[src/rtl/spi_boot_pkg.sv]
package spi_boot_pkg;

  typedef enum logic [3:0] {
    ST_IDLE,
    ST_CMD,
    ST_SYNC,
    ST_HOLD,
    ST_RETUNE,
    ST_LEN,
    ST_CFG,
    ST_BOOT,
    ST_FINISH,
    ST_DONE
  } seq_state_t;

  localparam int unsigned CODE_W = 4;
  localparam logic [CODE_W-1:0] SAFE_CODE = 4'hF;

  // Lock rule: a zero upper nibble that is preceded by a high bit.
  function automatic logic sync_hit(input logic prev_bit, input logic [7:0] b);
    return prev_bit && (b[7:4] == 4'b0000);
  endfunction

endpackage

[src/rtl/spi_boot_rstsync.sv]
module spi_boot_rstsync (
  input  logic clk,
  input  logic arst_n,
  output logic srst_n
);
  logic s0_q, s1_q;

  always_ff @(posedge clk or negedge arst_n) begin
    if (!arst_n) begin
      s0_q <= 1'b0;
      s1_q <= 1'b0;
    end else begin
      s0_q <= 1'b1;
      s1_q <= s0_q;
    end
  end

  assign srst_n = s1_q;
endmodule

[src/rtl/spi_boot_sclk.sv]
module spi_boot_sclk #(
  parameter int unsigned CODE_W = 4
) (
  input  logic              clk,
  input  logic              rst_n,
  input  logic              run,
  input  logic [CODE_W-1:0] code,
  output logic              sck,
  output logic              rise_stb,
  output logic              fall_stb
);
  logic [CODE_W-1:0] cnt_q, cnt_d;
  logic              sck_q, sck_d;
  logic              tick;

  assign tick = run && (cnt_q == code);

  always_comb begin
    cnt_d = cnt_q;
    sck_d = sck_q;
    if (!run) begin
      cnt_d = '0;
      sck_d = 1'b0;
    end else if (tick) begin
      cnt_d = '0;
      sck_d = ~sck_q;
    end else begin
      cnt_d = cnt_q + 1'b1;
    end
  end

  always_ff @(posedge clk or negedge rst_n) begin
    if (!rst_n) begin
      cnt_q <= '0;
      sck_q <= 1'b0;
    end else begin
      cnt_q <= cnt_d;
      sck_q <= sck_d;
    end
  end

  assign sck      = sck_q;
  assign rise_stb = tick && !sck_q;
  assign fall_stb = tick && sck_q;

  // a stopped clock sits low
  a_r11_stop_low: assert property (@(posedge clk) disable iff (!rst_n)
    !run |=> !sck_q);
  // the clock moves only at the end of a counted interval
  a_r2_toggle_on_count: assert property (@(posedge clk) disable iff (!rst_n)
    run && !tick |=> $stable(sck_q));
endmodule

[src/rtl/spi_boot_divreg.sv]
module spi_boot_divreg #(
  parameter int unsigned CODE_W = 4
) (
  input  logic              clk,
  input  logic              por_n,
  input  logic              wr_en,
  input  logic [CODE_W-1:0] wr_code,
  output logic [CODE_W-1:0] code,
  output logic              valid
);
  logic [CODE_W-1:0] code_q, code_d;
  logic              valid_q, valid_d;

  always_comb begin
    code_d  = code_q;
    valid_d = valid_q;
    if (wr_en && !valid_q) begin
      code_d  = wr_code;
      valid_d = 1'b1;
    end
  end

  always_ff @(posedge clk or negedge por_n) begin
    if (!por_n) begin
      code_q  <= '0;
      valid_q <= 1'b0;
    end else begin
      code_q  <= code_d;
      valid_q <= valid_d;
    end
  end

  assign code  = code_q;
  assign valid = valid_q;

  // once stored, the divider never changes until power-on reset
  a_r6_sticky: assert property (@(posedge clk) disable iff (!por_n)
    valid_q |=> valid_q && $stable(code_q));
endmodule

[src/rtl/spi_boot_seq.sv]
module spi_boot_seq
  import spi_boot_pkg::*;
#(
  parameter int unsigned CFG_WORDS  = 4,
  parameter int unsigned SRAM_WORDS = 8192,
  parameter int unsigned ADDR_BITS  = 24,
  parameter logic [7:0]  READ_CMD   = 8'h03,
  localparam int unsigned SRAM_AW   = (SRAM_WORDS > 1) ? $clog2(SRAM_WORDS) : 1,
  localparam int unsigned CFG_W     = 32 * CFG_WORDS
) (
  input  logic               clk,
  input  logic               por_n,
  input  logic               rst_n,
  output logic               spi_sck,
  output logic               spi_cs_n,
  output logic               spi_mosi,
  input  logic               spi_miso,
  output logic               pullup_en,
  output logic [CODE_W-1:0]  div_code,
  output logic               div_valid,
  output logic [15:0]        bll,
  output logic [CFG_W-1:0]   cfg_data,
  output logic               cfg_valid,
  output logic               sram_we,
  output logic [SRAM_AW-1:0] sram_addr,
  output logic [31:0]        sram_wdata,
  output logic               done
);
  localparam int unsigned CMD_BITS = 8 + ADDR_BITS;
  localparam int unsigned BCNT_W   = $clog2(CMD_BITS > 32 ? CMD_BITS : 32);
  localparam int unsigned WCNT_W   = 17;

  logic seq_arst_n, seq_rst_n, por_rst_n;
  assign seq_arst_n = rst_n & por_n;

  spi_boot_rstsync u_seq_rs (.clk(clk), .arst_n(seq_arst_n), .srst_n(seq_rst_n));
  spi_boot_rstsync u_por_rs (.clk(clk), .arst_n(por_n),      .srst_n(por_rst_n));

  seq_state_t          state_q, state_d;
  logic [BCNT_W-1:0]   bcnt_q, bcnt_d;
  logic [WCNT_W-1:0]   wcnt_q, wcnt_d;
  logic [31:0]         sr_q, sr_d;
  logic [CMD_BITS-1:0] tx_q, tx_d;
  logic                prev_q, prev_d;
  logic [CODE_W-1:0]   hold_q, hold_d;
  logic                pull_q, pull_d;
  logic [15:0]         bll_q, bll_d;
  logic                cfgv_q, cfgv_d;
  logic                we_q, we_d;
  logic [SRAM_AW-1:0]  addr_q, addr_d;
  logic [31:0]         wdata_q, wdata_d;
  logic                done_q, done_d;
  logic                csn_q, csn_d;
  logic                mosi_q, mosi_d;
  logic                div_wr, cfg_wr;
  logic                run, rise_stb, fall_stb, sck;
  logic [CODE_W-1:0]   clk_code;
  logic [31:0]         word_in;
  logic [CFG_W-1:0]    cfg_q;

  spi_boot_divreg #(.CODE_W(CODE_W)) u_div (
    .clk(clk), .por_n(por_rst_n), .wr_en(div_wr), .wr_code(hold_q),
    .code(div_code), .valid(div_valid)
  );

  assign clk_code = div_valid ? div_code : SAFE_CODE;
  assign run = (state_q != ST_IDLE) && (state_q != ST_RETUNE) && (state_q != ST_DONE);

  spi_boot_sclk #(.CODE_W(CODE_W)) u_sclk (
    .clk(clk), .rst_n(seq_rst_n), .run(run), .code(clk_code),
    .sck(sck), .rise_stb(rise_stb), .fall_stb(fall_stb)
  );

  assign word_in = {sr_q[30:0], spi_miso};

  always_comb begin
    state_d = state_q;
    bcnt_d  = bcnt_q;
    wcnt_d  = wcnt_q;
    sr_d    = sr_q;
    tx_d    = tx_q;
    prev_d  = prev_q;
    hold_d  = hold_q;
    pull_d  = pull_q;
    bll_d   = bll_q;
    cfgv_d  = cfgv_q;
    addr_d  = addr_q;
    wdata_d = wdata_q;
    we_d    = 1'b0;
    done_d  = 1'b0;
    div_wr  = 1'b0;
    cfg_wr  = 1'b0;
    if (rise_stb) sr_d = word_in;
    unique case (state_q)
      ST_IDLE: begin
        tx_d    = {READ_CMD, {ADDR_BITS{1'b0}}};
        bcnt_d  = '0;
        state_d = ST_CMD;
      end
      ST_CMD: begin
        if (fall_stb) tx_d = tx_q << 1;
        if (rise_stb) begin
          if (bcnt_q == BCNT_W'(CMD_BITS - 1)) begin
            bcnt_d  = '0;
            state_d = ST_SYNC;
          end else begin
            bcnt_d = bcnt_q + 1'b1;
          end
        end
      end
      ST_SYNC: begin
        if (rise_stb) begin
          if (bcnt_q == BCNT_W'(7)) begin
            bcnt_d = '0;
            prev_d = spi_miso;
            if (sync_hit(prev_q, word_in[7:0])) begin
              pull_d  = 1'b0;
              hold_d  = word_in[3:0];
              state_d = div_valid ? ST_LEN : ST_HOLD;
            end
          end else begin
            bcnt_d = bcnt_q + 1'b1;
          end
        end
      end
      ST_HOLD: begin
        if (fall_stb) state_d = ST_RETUNE;
      end
      ST_RETUNE: begin
        div_wr  = 1'b1;
        state_d = ST_LEN;
      end
      ST_LEN: begin
        if (rise_stb) begin
          if (bcnt_q == BCNT_W'(15)) begin
            bcnt_d  = '0;
            wcnt_d  = '0;
            bll_d   = word_in[15:0];
            state_d = ST_CFG;
          end else begin
            bcnt_d = bcnt_q + 1'b1;
          end
        end
      end
      ST_CFG: begin
        if (rise_stb) begin
          if (bcnt_q == BCNT_W'(31)) begin
            bcnt_d = '0;
            cfg_wr = 1'b1;
            if (wcnt_q == WCNT_W'(CFG_WORDS - 1)) begin
              cfgv_d  = 1'b1;
              wcnt_d  = '0;
              state_d = (bll_q == 16'd0) ? ST_FINISH : ST_BOOT;
            end else begin
              wcnt_d = wcnt_q + 1'b1;
            end
          end else begin
            bcnt_d = bcnt_q + 1'b1;
          end
        end
      end
      ST_BOOT: begin
        if (rise_stb) begin
          if (bcnt_q == BCNT_W'(31)) begin
            bcnt_d = '0;
            if (wcnt_q < WCNT_W'(SRAM_WORDS)) begin
              we_d    = 1'b1;
              addr_d  = wcnt_q[SRAM_AW-1:0];
              wdata_d = word_in;
            end
            if (wcnt_q == {1'b0, bll_q}) state_d = ST_FINISH;
            else                          wcnt_d  = wcnt_q + 1'b1;
          end else begin
            bcnt_d = bcnt_q + 1'b1;
          end
        end
      end
      ST_FINISH: begin
        if (fall_stb) begin
          done_d  = 1'b1;
          state_d = ST_DONE;
        end
      end
      default: state_d = ST_DONE;
    endcase
    csn_d  = (state_d == ST_IDLE) || (state_d == ST_DONE);
    mosi_d = (state_d == ST_CMD) && tx_d[CMD_BITS-1];
  end

  always_ff @(posedge clk or negedge seq_rst_n) begin
    if (!seq_rst_n) begin
      state_q <= ST_IDLE;
      bcnt_q  <= '0;
      wcnt_q  <= '0;
      sr_q    <= '0;
      tx_q    <= '0;
      prev_q  <= 1'b1;
      hold_q  <= '0;
      pull_q  <= 1'b1;
      bll_q   <= '0;
      cfgv_q  <= 1'b0;
      we_q    <= 1'b0;
      addr_q  <= '0;
      wdata_q <= '0;
      done_q  <= 1'b0;
      csn_q   <= 1'b1;
      mosi_q  <= 1'b0;
    end else begin
      state_q <= state_d;
      bcnt_q  <= bcnt_d;
      wcnt_q  <= wcnt_d;
      sr_q    <= sr_d;
      tx_q    <= tx_d;
      prev_q  <= prev_d;
      hold_q  <= hold_d;
      pull_q  <= pull_d;
      bll_q   <= bll_d;
      cfgv_q  <= cfgv_d;
      we_q    <= we_d;
      addr_q  <= addr_d;
      wdata_q <= wdata_d;
      done_q  <= done_d;
      csn_q   <= csn_d;
      mosi_q  <= mosi_d;
    end
  end

  for (genvar g = 0; g < CFG_WORDS; g++) begin : g_cfg
    always_ff @(posedge clk or negedge seq_rst_n) begin
      if (!seq_rst_n)                             cfg_q[32*g +: 32] <= '0;
      else if (cfg_wr && wcnt_q == WCNT_W'(g)) cfg_q[32*g +: 32] <= word_in;
    end
  end

  assign spi_sck    = sck;
  assign spi_cs_n   = csn_q;
  assign spi_mosi   = mosi_q;
  assign pullup_en  = pull_q;
  assign bll        = bll_q;
  assign cfg_data   = cfg_q;
  assign cfg_valid  = cfgv_q;
  assign sram_we    = we_q;
  assign sram_addr  = addr_q;
  assign sram_wdata = wdata_q;
  assign done       = done_q;

  // SRAM writes only happen inside the selected transfer
  a_r9_write_in_transfer: assert property (@(posedge clk) disable iff (!seq_rst_n)
    sram_we |-> !spi_cs_n);
  // the pull-up, once released, stays released
  a_r5_pullup_off_stays: assert property (@(posedge clk) disable iff (!seq_rst_n)
    !pullup_en |=> !pullup_en);
  // the divider is only written while the shift clock is parked low
  a_r4_retune_parked: assert property (@(posedge clk) disable iff (!seq_rst_n)
    div_wr |-> !spi_sck && !spi_cs_n);
  // done is a single cycle and comes with the memory deselected
  a_r11_done_single: assert property (@(posedge clk) disable iff (!seq_rst_n)
    done |=> !done);
  a_r11_done_deselect: assert property (@(posedge clk) disable iff (!seq_rst_n)
    done |-> spi_cs_n && !spi_sck);
endmodule

[config.mk]
export PLATFORM = sky130hd
export DESIGN_NAME = spi_boot_seq
export DESIGN_NICKNAME = d
export VERILOG_FILES = /design/src/rtl/spi_boot_pkg.sv /design/src/rtl/spi_boot_rstsync.sv /design/src/rtl/spi_boot_sclk.sv /design/src/rtl/spi_boot_divreg.sv /design/src/rtl/spi_boot_seq.sv
export SDC_FILE = /design/constraint.sdc
export NUM_CORES = 1
export LEC_CHECK = 0
export ABC_AREA = 1
export CORE_MARGIN = 2
export CORE_UTILIZATION = 63
export CTS_CLUSTER_SIZE = 24
export DETAILED_ROUTE_END_ITERATION = 7
export DONT_BUFFER_PORTS = 1
export PLACE_DENSITY = 0.87
export SLEW_MARGIN = 5
export SYNTH_ARGS = -nofsm -noshare
export SYNTH_HDL_FRONTEND = slang
export SYNTH_SLANG_ARGS = --single-unit
[constraint.sdc]
create_clock -name clk -period 11.59 [get_ports clk]
set_clock_uncertainty 0.05 [all_clocks]
set_input_delay 1.159 -clock clk [delete_from_list [all_inputs] [get_ports clk]]
set_output_delay 1.159 -clock clk [all_outputs]
set_load 0.01 [all_outputs]
==> results of run 1 <==
layout make-up:
type | instances | area (um2) | share of cell area
Clock inverter | 14 | 176.4 | 0.01297
Timing Repair Buffer | 3 | 35.03 | 0.002575
Inverter | 136 | 510.5 | 0.03752
Clock buffer | 38 | 822.0 | 0.06041
Sequential cell | 302 | 7565 | 0.5560
Tap cell | 265 | 331.6 | 0.02437
Multi-Input combinational cell | 841 | 4167 | 0.3062
state kept, by name, indices dropped and copies added, names as in the netlist, 4 cells and up:
register / count
wcnt_q: 17
sram_wdata: 32
state_q: 4
bcnt_q: 5
u_sclk.cnt_q: 4
u_div.code: 4
bll: 16
sr_q: 31
tx_q: 31
hold_q: 4
cfg_data: 128
sram_addr: 13
per-layer routing:
layer	wire, um	vias to the layer above	GRT usage
li1	-	4298	-
met1	12170	4573	0.3974
met2	14390	395	0.4531
met3	2797	70	0.07022
met4	816	0	0.08873
met5	0	-	0
critical path, delay by kind of cell (launching register included):
| family | cells | cell delay (ps) |
|---|---|---|
| compound gates | 2 | 370 |
| buf+inv | 2 | 200 |
| flops | 1 | 550 |
| simple gates | 7 | 2100 |
final timing paths:
| path | endpoint |
|---|---|
| hold / removal | u_div.code[1] |
| min in group clk | u_por_rs.srst_n |
| setup reg to reg | wcnt_q[14] |
| hold reg to reg | u_div.code[1] |
| setup / recovery | wcnt_q[14] |
| max in group asynchronous | cfg_data[25] |
through the flow:
step                setup WS (ps)  instances  hold slack (ps)  cell area [um2]  power [mW]
floorplan                    2715       1339            4.056            12660       1.096
global placement             8351       1547            16.83            12610       1.104
detailed placement           8230       1547            35.02            12610       1.105
CTS                          8112       1599            40.99            13610       2.080
global route                 7728       1599            46.35            13610       2.129
finish                       8129       1599            31.00            13610       2.072
cells in the final DEF (no fill, tap or decap), types with 10 or more instances in the layout:
master and n:
o22ai_1 27, xor2_1 13, o21ai_0 118, nand3_1 39, dfrtp_1 298, nor2_1 67
a21oi_1 10, inv_1 131, nand2_1 341, nand4_1 17, o21ai_1 113, clkbuf_16 31
o21ai_2 26
power by group through the flow:
stage	clock (mW)	combinational, mW	sequential, mW
final	0.988	0.0213	1.06
after global routing	1.04	0.0254	1.06
after CTS	0.994	0.0224	1.06
after detailed placement	0	0.0223	1.08
after global placement	0	0.0218	1.08
after floorplan	0	0.00304	1.09
cells by family (layout without fill, tap and decap cells):
| family | Yosys count | after routing | share of synthesized area |
|---|---|---|---|
| AO/OA/AOI/OAI | 311 | 311 | 0.1370 |
| XOR/XNOR | 16 | 16 | 0.01107 |
| adder cells (fa/ha/maj) | 9 | 9 | 0.008895 |
| buffers and inverters | 196 | 191 | 0.07432 |
| flip-flops | 302 | 302 | 0.5973 |
| other | 1 | 2 | 0.0002962 |
| AND/OR/NAND/NOR | 503 | 503 | 0.1712 |
==> run_summary.xml, run 1 <==
<?xml version="1.0" encoding="UTF-8"?>
<metrics>
  <group name="clock_tree">
    <metric name="clkSinkCount" unit="">302</metric>
    <metric name="clk_path_buf_depth" unit="">3</metric>
    <metric name="post_cts.resized_instances" unit="">0</metric>
    <metric name="clock-root-buffer" unit="">clkbuf_16</metric>
    <metric name="cts-htree-levels" unit="">1</metric>
    <metric name="clock_insertion_delay_worst_skew" unit="ps">560</metric>
    <metric name="cts.clk_slew.worst_paths" unit="ps">70</metric>
    <metric name="tritoncts_clock_tree" unit="">yes</metric>
    <metric name="numCtsBuffers" unit="">30</metric>
    <metric name="hold_buffers" unit="">0</metric>
    <metric name="postCtsSetupBuffers" unit="">0</metric>
  </group>
  <group name="power_and_ir_drop">
    <metric name="switching_share" unit="">0.2054</metric>
    <metric name="relative_contribution_of_combinational_cells_to_total_power" unit="">0.010</metric>
    <metric name="p_int" unit="mW">1.647</metric>
    <metric name="maximum_vdd_drop" unit="mV">0.1075</metric>
    <metric name="clockPowerShare" unit="">0.477</metric>
    <metric name="leakage" unit="nW">6.252</metric>
    <metric name="powerDensity" unit="mW/mm2">152.3</metric>
    <metric name="switchingPower" unit="mW">0.4256</metric>
    <metric name="seq_power_share" unit="">0.513</metric>
  </group>
  <group name="worst_setup_path">
    <metric name="critical-path-max-stage-delay" unit="ps">830</metric>
    <metric name="critical_path.startpoint_type" unit="">register</metric>
    <metric name="worstPathMaxFanout" unit="">65</metric>
    <metric name="critPathArrivalTime" unit="ps">3790</metric>
    <metric name="worstSetupEndpointType" unit="">register</metric>
    <metric name="crit_path_top_delay_cell" unit="">nand3_1</metric>
    <metric name="regToRegStartpoint" unit="">state_q[0]</metric>
    <metric name="path_cells" unit="">inv_2 -&gt; nor2_4 -&gt; nand2_2 -&gt; nand2_4 -&gt; inv_2 -&gt; nand2_8 -&gt; nand2_2 -&gt; o21ai_0 -&gt; nand3_1 -&gt; nand2_1 -&gt; o21ai_1</metric>
    <metric name="worst_setup_path_startpoint" unit="">state_q[0]</metric>
    <metric name="critical_path_required" unit="ps">11920</metric>
    <metric name="worst-r2r-cell-count" unit="">11</metric>
    <metric name="path_class" unit="">register to register</metric>
    <metric name="r2r_setup_slack" unit="ps">8130</metric>
  </group>
  <group name="synth">
    <metric name="synthMostInstantiatedCell" unit="">nand2_1</metric>
    <metric name="async_flop_share" unit="">1.000</metric>
    <metric name="ys_seq_elements" unit="">302</metric>
    <metric name="post_synth_inst_count" unit="">1338</metric>
    <metric name="synth-edff-count" unit="">0</metric>
    <metric name="post_syn_area_per_cell" unit="um2">9.462</metric>
    <metric name="library_cells_used_by_synthesis" unit="">41</metric>
    <metric name="dominantRegCellSynth" unit="">dfrtp_1</metric>
    <metric name="yosys.area.top_type" unit="">dfrtp_1</metric>
    <metric name="netlist_top_cells_area" unit="">dfrtp_1, nand2_1, o21ai_0</metric>
    <metric name="ys_top_cells_by_count" unit="">nand2_1, dfrtp_1, inv_1</metric>
    <metric name="synth-warning-count" unit="">0</metric>
    <metric name="synth_sequential_area_ratio" unit="">0.5973</metric>
    <metric name="synth_top_cell_area_share" unit="">0.5910</metric>
    <metric name="mappedNetlistArea" unit="mm2">0.01266</metric>
  </group>
  <group name="global_routing">
    <metric name="gr-usage-all-layers" unit="">0.2862</metric>
    <metric name="grt_start_max_net_pins" unit="">173</metric>
    <metric name="vias_in_the_first_global_route" unit="">9009</metric>
    <metric name="antenna_violations_before_repair" unit="">0</metric>
    <metric name="grt_pass1_wl" unit="um">49070</metric>
    <metric name="grt.overflow.total" unit="">0</metric>
  </group>
  <group name="timing">
    <metric name="final-setup-viol-count" unit="">0</metric>
    <metric name="fmax" unit="MHz">288.9</metric>
    <metric name="slew_at_the_pin_closest_to_its_max_slew_limit" unit="ps">1145</metric>
    <metric name="setup-tns-final" unit="ps">0</metric>
    <metric name="final_min_period_over_clock_period" unit="">0.2986</metric>
    <metric name="period_needed" unit="ps">3461</metric>
    <metric name="hold_violations" unit="">0</metric>
    <metric name="rsz_0062_raised_after_global_routing" unit="">no</metric>
    <metric name="drv_slew" unit="">0</metric>
    <metric name="worst_slew_margin" unit="">0.2347</metric>
  </group>
  <group name="final_layout">
    <metric name="nets" unit="">1327</metric>
    <metric name="fraction_of_layout_cells_with_a_size_suffix_above_1" unit="">0.08246</metric>
    <metric name="fill_cells" unit="">1482</metric>
    <metric name="antennaDiodeCount" unit="">0</metric>
    <metric name="layout.core_utilization" unit="">0.6946</metric>
    <metric name="layout_area_overhead" unit="%">7.482</metric>
  </group>
  <group name="drt">
    <metric name="drt-total-wl" unit="um">30170</metric>
    <metric name="drt-pass1-iter-count" unit="">7</metric>
    <metric name="vias_per_cell" unit="">5.839</metric>
    <metric name="drc_violation_total_after_the_first_tritonroute_iteration" unit="">824</metric>
    <metric name="avgRoutedWirePerCell" unit="um">18.87</metric>
    <metric name="remaining_drc_errors" unit="">0</metric>
    <metric name="drtAntennaViolNets" unit="">0</metric>
    <metric name="detailroute.via_count" unit="">9336</metric>
  </group>
  <group name="floorplanning">
    <metric name="placementRows" unit="">51</metric>
    <metric name="core_area" unit="mm2">0.01959</metric>
    <metric name="die_h" unit="um">145.8</metric>
    <metric name="fp.dieArea" unit="mm2">0.02124</metric>
    <metric name="dieWidth" unit="um">145.8</metric>
    <metric name="floorplan.io_pins" unit="">205</metric>
    <metric name="starting_density_of_the_core" unit="">0.6462</metric>
  </group>
  <group name="outcome">
    <metric name="outcome" unit="">complete, no violations</metric>
  </group>
  <group name="hold_path">
    <metric name="min-delay-path-class" unit="">register to asynchronous set/reset pin</metric>
  </group>
  <group name="placed_design">
    <metric name="numPortBuffers" unit="">0</metric>
    <metric name="place_congestion" unit="">0.9430</metric>
    <metric name="dp.final_hpwl" unit="um">19880</metric>
  </group>
  <group name="run">
    <metric name="timing.max_cap.violations" unit="">0</metric>
  </group>
</metrics>
No activity file was read; power rests on OpenSTA's default activity.
==> inputs of run 2 (changes only) <==
ABC_AREA = 0   (was 1)
CORE_UTILIZATION = 57   (was 63)
PLACE_DENSITY = 0.83   (was 0.87)
clock period = 2.86 ns   (was 11.59 ns; I/O delays follow)
==> run 2 against run 1 <==
  * Hold slack lost 6.0 ps
  * Die area up 9.4%
  * Critical path type unchanged
  * Setup slack got worse by 8000 ps
  * Largest cell class unchanged
  * Sequential share of layout area down 2.4 points
  * Wire length fell by 6.8%
  * Critical path depth shrank 4
  * Global-route usage is 4.4 points lower
==> run_summary.xml, run 2 <==
<?xml version="1.0" encoding="UTF-8"?>
<metrics>
  <group name="final_layout">
    <metric name="largest_register_ff_count" unit="">128</metric>
    <metric name="final_non_filler_cells" unit="">1281</metric>
    <metric name="nets" unit="">992</metric>
    <metric name="layout.core_utilization" unit="">0.6542</metric>
    <metric name="finish.instance_area" unit="mm2">0.01423</metric>
    <metric name="fraction_of_layout_cells_with_a_size_suffix_above_1" unit="">0.3347</metric>
    <metric name="antennaDiodeCount" unit="">0</metric>
    <metric name="layout_area_overhead" unit="%">13.27</metric>
    <metric name="layout_common_cells" unit="">dfrtp_1, mux2_2, nand2_1</metric>
    <metric name="mostFrequentLayoutCell" unit="">dfrtp_1</metric>
  </group>
  <group name="worst_setup_path">
    <metric name="crit_family" unit="">simple AND/OR/NAND/NOR gates</metric>
    <metric name="worst_r2r_endpoint" unit="">sram_wdata[5]</metric>
    <metric name="path_cells" unit="">or3b_1 -&gt; a21oi_2 -&gt; o22ai_2 -&gt; nor3b_4 -&gt; and3_2 -&gt; buf_4 -&gt; mux2_2</metric>
    <metric name="critPathArrivalTime" unit="ps">3120</metric>
    <metric name="worstSetupEndpointType" unit="">register</metric>
    <metric name="critical_path.startpoint_type" unit="">register</metric>
    <metric name="r2r_setup_slack" unit="ps">120</metric>
    <metric name="path_class" unit="">register to register</metric>
    <metric name="crit_path_top_delay_cell" unit="">dfrtp_1</metric>
    <metric name="critical-path-max-stage-delay" unit="ps">460</metric>
    <metric name="worst-r2r-cell-count" unit="">7</metric>
    <metric name="worstPathMaxFanout" unit="">17</metric>
    <metric name="critical_path_required" unit="ps">3240</metric>
    <metric name="cp.buffers_inverters" unit="">1</metric>
    <metric name="regToRegStartpoint" unit="">u_div.code[1]</metric>
  </group>
  <group name="synth">
    <metric name="ys_top_cells_by_count" unit="">dfrtp_1, mux2_2, nand2_1</metric>
    <metric name="post_syn_area_per_cell" unit="um2">13.32</metric>
    <metric name="ys_seq_elements" unit="">302</metric>
    <metric name="post_synth_inst_count" unit="">943</metric>
    <metric name="library_cells_used_by_synthesis" unit="">67</metric>
    <metric name="synth-edff-count" unit="">0</metric>
    <metric name="synth_sequential_area_ratio" unit="">0.6018</metric>
    <metric name="synth-warning-count" unit="">0</metric>
    <metric name="synthMostInstantiatedCell" unit="">dfrtp_1</metric>
    <metric name="dominantRegCellSynth" unit="">dfrtp_1</metric>
    <metric name="netlist_top_cells_area" unit="">dfrtp_1, mux2_2, nand2_1</metric>
    <metric name="synth_top_cell_area_share" unit="">0.5955</metric>
    <metric name="async_flop_share" unit="">1.000</metric>
    <metric name="mappedNetlistArea" unit="mm2">0.01256</metric>
    <metric name="yosys.area.top_type" unit="">dfrtp_1</metric>
  </group>
  <group name="timing">
    <metric name="hold_violations" unit="">0</metric>
    <metric name="timing.hold.ws" unit="ps">24.98</metric>
    <metric name="worst_slew_margin" unit="">0.5226</metric>
    <metric name="drv_slew" unit="">0</metric>
    <metric name="fmax" unit="MHz">364.3</metric>
    <metric name="final_min_period_over_clock_period" unit="">0.9597</metric>
    <metric name="final-setup-viol-count" unit="">0</metric>
    <metric name="period_needed" unit="ps">2745</metric>
    <metric name="slew_at_the_pin_closest_to_its_max_slew_limit" unit="ps">716.1</metric>
    <metric name="rsz_0062_raised_after_global_routing" unit="">no</metric>
  </group>
  <group name="placed_design">
    <metric name="numPortBuffers" unit="">0</metric>
    <metric name="place_congestion" unit="">0.9443</metric>
    <metric name="dp.final_hpwl" unit="um">18720</metric>
    <metric name="post-place-cells" unit="">1223</metric>
    <metric name="detailed_place.area" unit="mm2">0.01315</metric>
  </group>
  <group name="drt">
    <metric name="remaining_drc_errors" unit="">0</metric>
    <metric name="vias_per_cell" unit="">5.990</metric>
    <metric name="drc_violation_total_after_the_first_tritonroute_iteration" unit="">501</metric>
    <metric name="drtAntennaViolNets" unit="">0</metric>
    <metric name="drt-total-wl" unit="um">28140</metric>
    <metric name="drt-pass1-iter-count" unit="">5</metric>
    <metric name="avgRoutedWirePerCell" unit="um">21.96</metric>
    <metric name="detailroute.via_count" unit="">7673</metric>
  </group>
  <group name="power_and_ir_drop">
    <metric name="powerDensity" unit="mW/mm2">596.8</metric>
    <metric name="maximum_vdd_drop" unit="mV">0.4951</metric>
    <metric name="leakage" unit="nW">7.185</metric>
  </group>
  <group name="global_routing">
    <metric name="gr-usage-all-layers" unit="">0.2420</metric>
    <metric name="grt.overflow.total" unit="">0</metric>
    <metric name="antenna_violations_before_repair" unit="">0</metric>
    <metric name="grt_start_max_net_pins" unit="">71</metric>
    <metric name="grt_pass1_wl" unit="um">45290</metric>
    <metric name="vias_in_the_first_global_route" unit="">7864</metric>
  </group>
  <group name="floorplanning">
    <metric name="starting_density_of_the_core" unit="">0.5775</metric>
    <metric name="placementRows" unit="">54</metric>
    <metric name="floorplan.io_pins" unit="">205</metric>
    <metric name="core_area" unit="mm2">0.02176</metric>
    <metric name="fp.dieArea" unit="mm2">0.02325</metric>
    <metric name="dieWidth" unit="um">152.5</metric>
    <metric name="die_h" unit="um">152.5</metric>
  </group>
  <group name="run">
    <metric name="timing.max_cap.violations" unit="">0</metric>
  </group>
  <group name="hold_path">
    <metric name="min-delay-path-class" unit="">primary input to asynchronous set/reset pin</metric>
  </group>
  <group name="clock_tree">
    <metric name="cts-htree-levels" unit="">1</metric>
    <metric name="clock_insertion_delay_worst_skew" unit="ps">550</metric>
    <metric name="numCtsBuffers" unit="">30</metric>
    <metric name="clock-root-buffer" unit="">clkbuf_16</metric>
    <metric name="tritoncts_clock_tree" unit="">yes</metric>
    <metric name="clkSinkCount" unit="">302</metric>
    <metric name="cts.clk_slew.worst_paths" unit="ps">60</metric>
    <metric name="clk_path_buf_depth" unit="">3</metric>
  </group>
  <group name="outcome">
    <metric name="outcome" unit="">complete, no violations</metric>
  </group>
</metrics>
[run 2: worst max path at each step]
stage / startpoint / endpoint / slack, ps / cells after the start
4_1_cts: u_div.valid / sram_wdata[5] / 100 / 7
5_1_grt: u_div.code[1] / sram_wdata[5] / 7 / 7
6_report: u_div.code[1] / sram_wdata[5] / 120 / 7
3_5_place_dp: u_div.valid / sram_wdata[12] / 130 / 7
2_1_floorplan: u_seq_rs.srst_n / bcnt_q[0] / -130 / 0
3_3_place_gp: u_div.valid / sram_wdata[14] / 210 / 7
[run 2: per-layer routing]
layer,track usage,up-vias,part of all wire
li1,-,3411,-
met1,0.3243,3954,0.41
met2,0.3842,256,0.48
met3,0.07224,52,0.082
met4,0.07892,0,0.028
met5,0,-,0
[run 2: timing repair]
item	in CTS	in global routing
hold buffers	4	0
endpoints found under the setup margin	0	16
endpoints found under the hold margin	13	0
gates resized for setup	0	1
buffers inserted	0	0
[run 2: worst register-to-register path: stages (launching register included)]
cell and delay (ps):
dfrtp_1 460, or3b_1 420, a21oi_2 190, o22ai_2 210
nor3b_4 340, and3_2 280, buf_4 290, mux2_2 380
[run 2: layout make-up]
cell class | instances | area [um2]
sequential | 302 | 7566
multi-input combinational | 581 | 4713
fill | 1545 | 7523
timing repair buffer | 52 | 513.0
clock inverter | 11 | 175.2
inverter | 12 | 45.04
tap | 280 | 350.3
clock buffer | 43 | 869.6
[run 2: per-stage QoR]
stage | total power, mW | setup TNS, ps | worst slack (ps)
6_report | 8.494 | 0 | 115.3
5_1_grt | 8.743 | 0 | 6.742
4_1_cts | 8.563 | 0 | 103.7
3_5_place_dp | 4.468 | 0 | 127.0
3_3_place_gp | 4.466 | 0 | 207.3
2_1_floorplan | 4.426 | -36740 | -126.7
[run 2: where the power goes]
group          switching, mW  leakage [nW]  total, mW  internal (mW)
logic                 0.0698          2.60     0.0902         0.0204
registers             0.0224          4.08       4.30           4.28
clock network           1.63         0.507       4.10           2.47
[run 2: cells by family (layout without fill, tap and decap cells)]
family | count (synthesis) | in the layout | share of synthesized area
xor+xnor | 22 | 22 | 0.01534
other cells | 1 | 2 | 0.0002985
flops | 302 | 302 | 0.6018
buf+inv | 61 | 118 | 0.02469
compound gates | 72 | 72 | 0.04222
mux | 231 | 231 | 0.2067
fa+ha+maj | 9 | 9 | 0.008963
simple gates | 245 | 245 | 0.09998
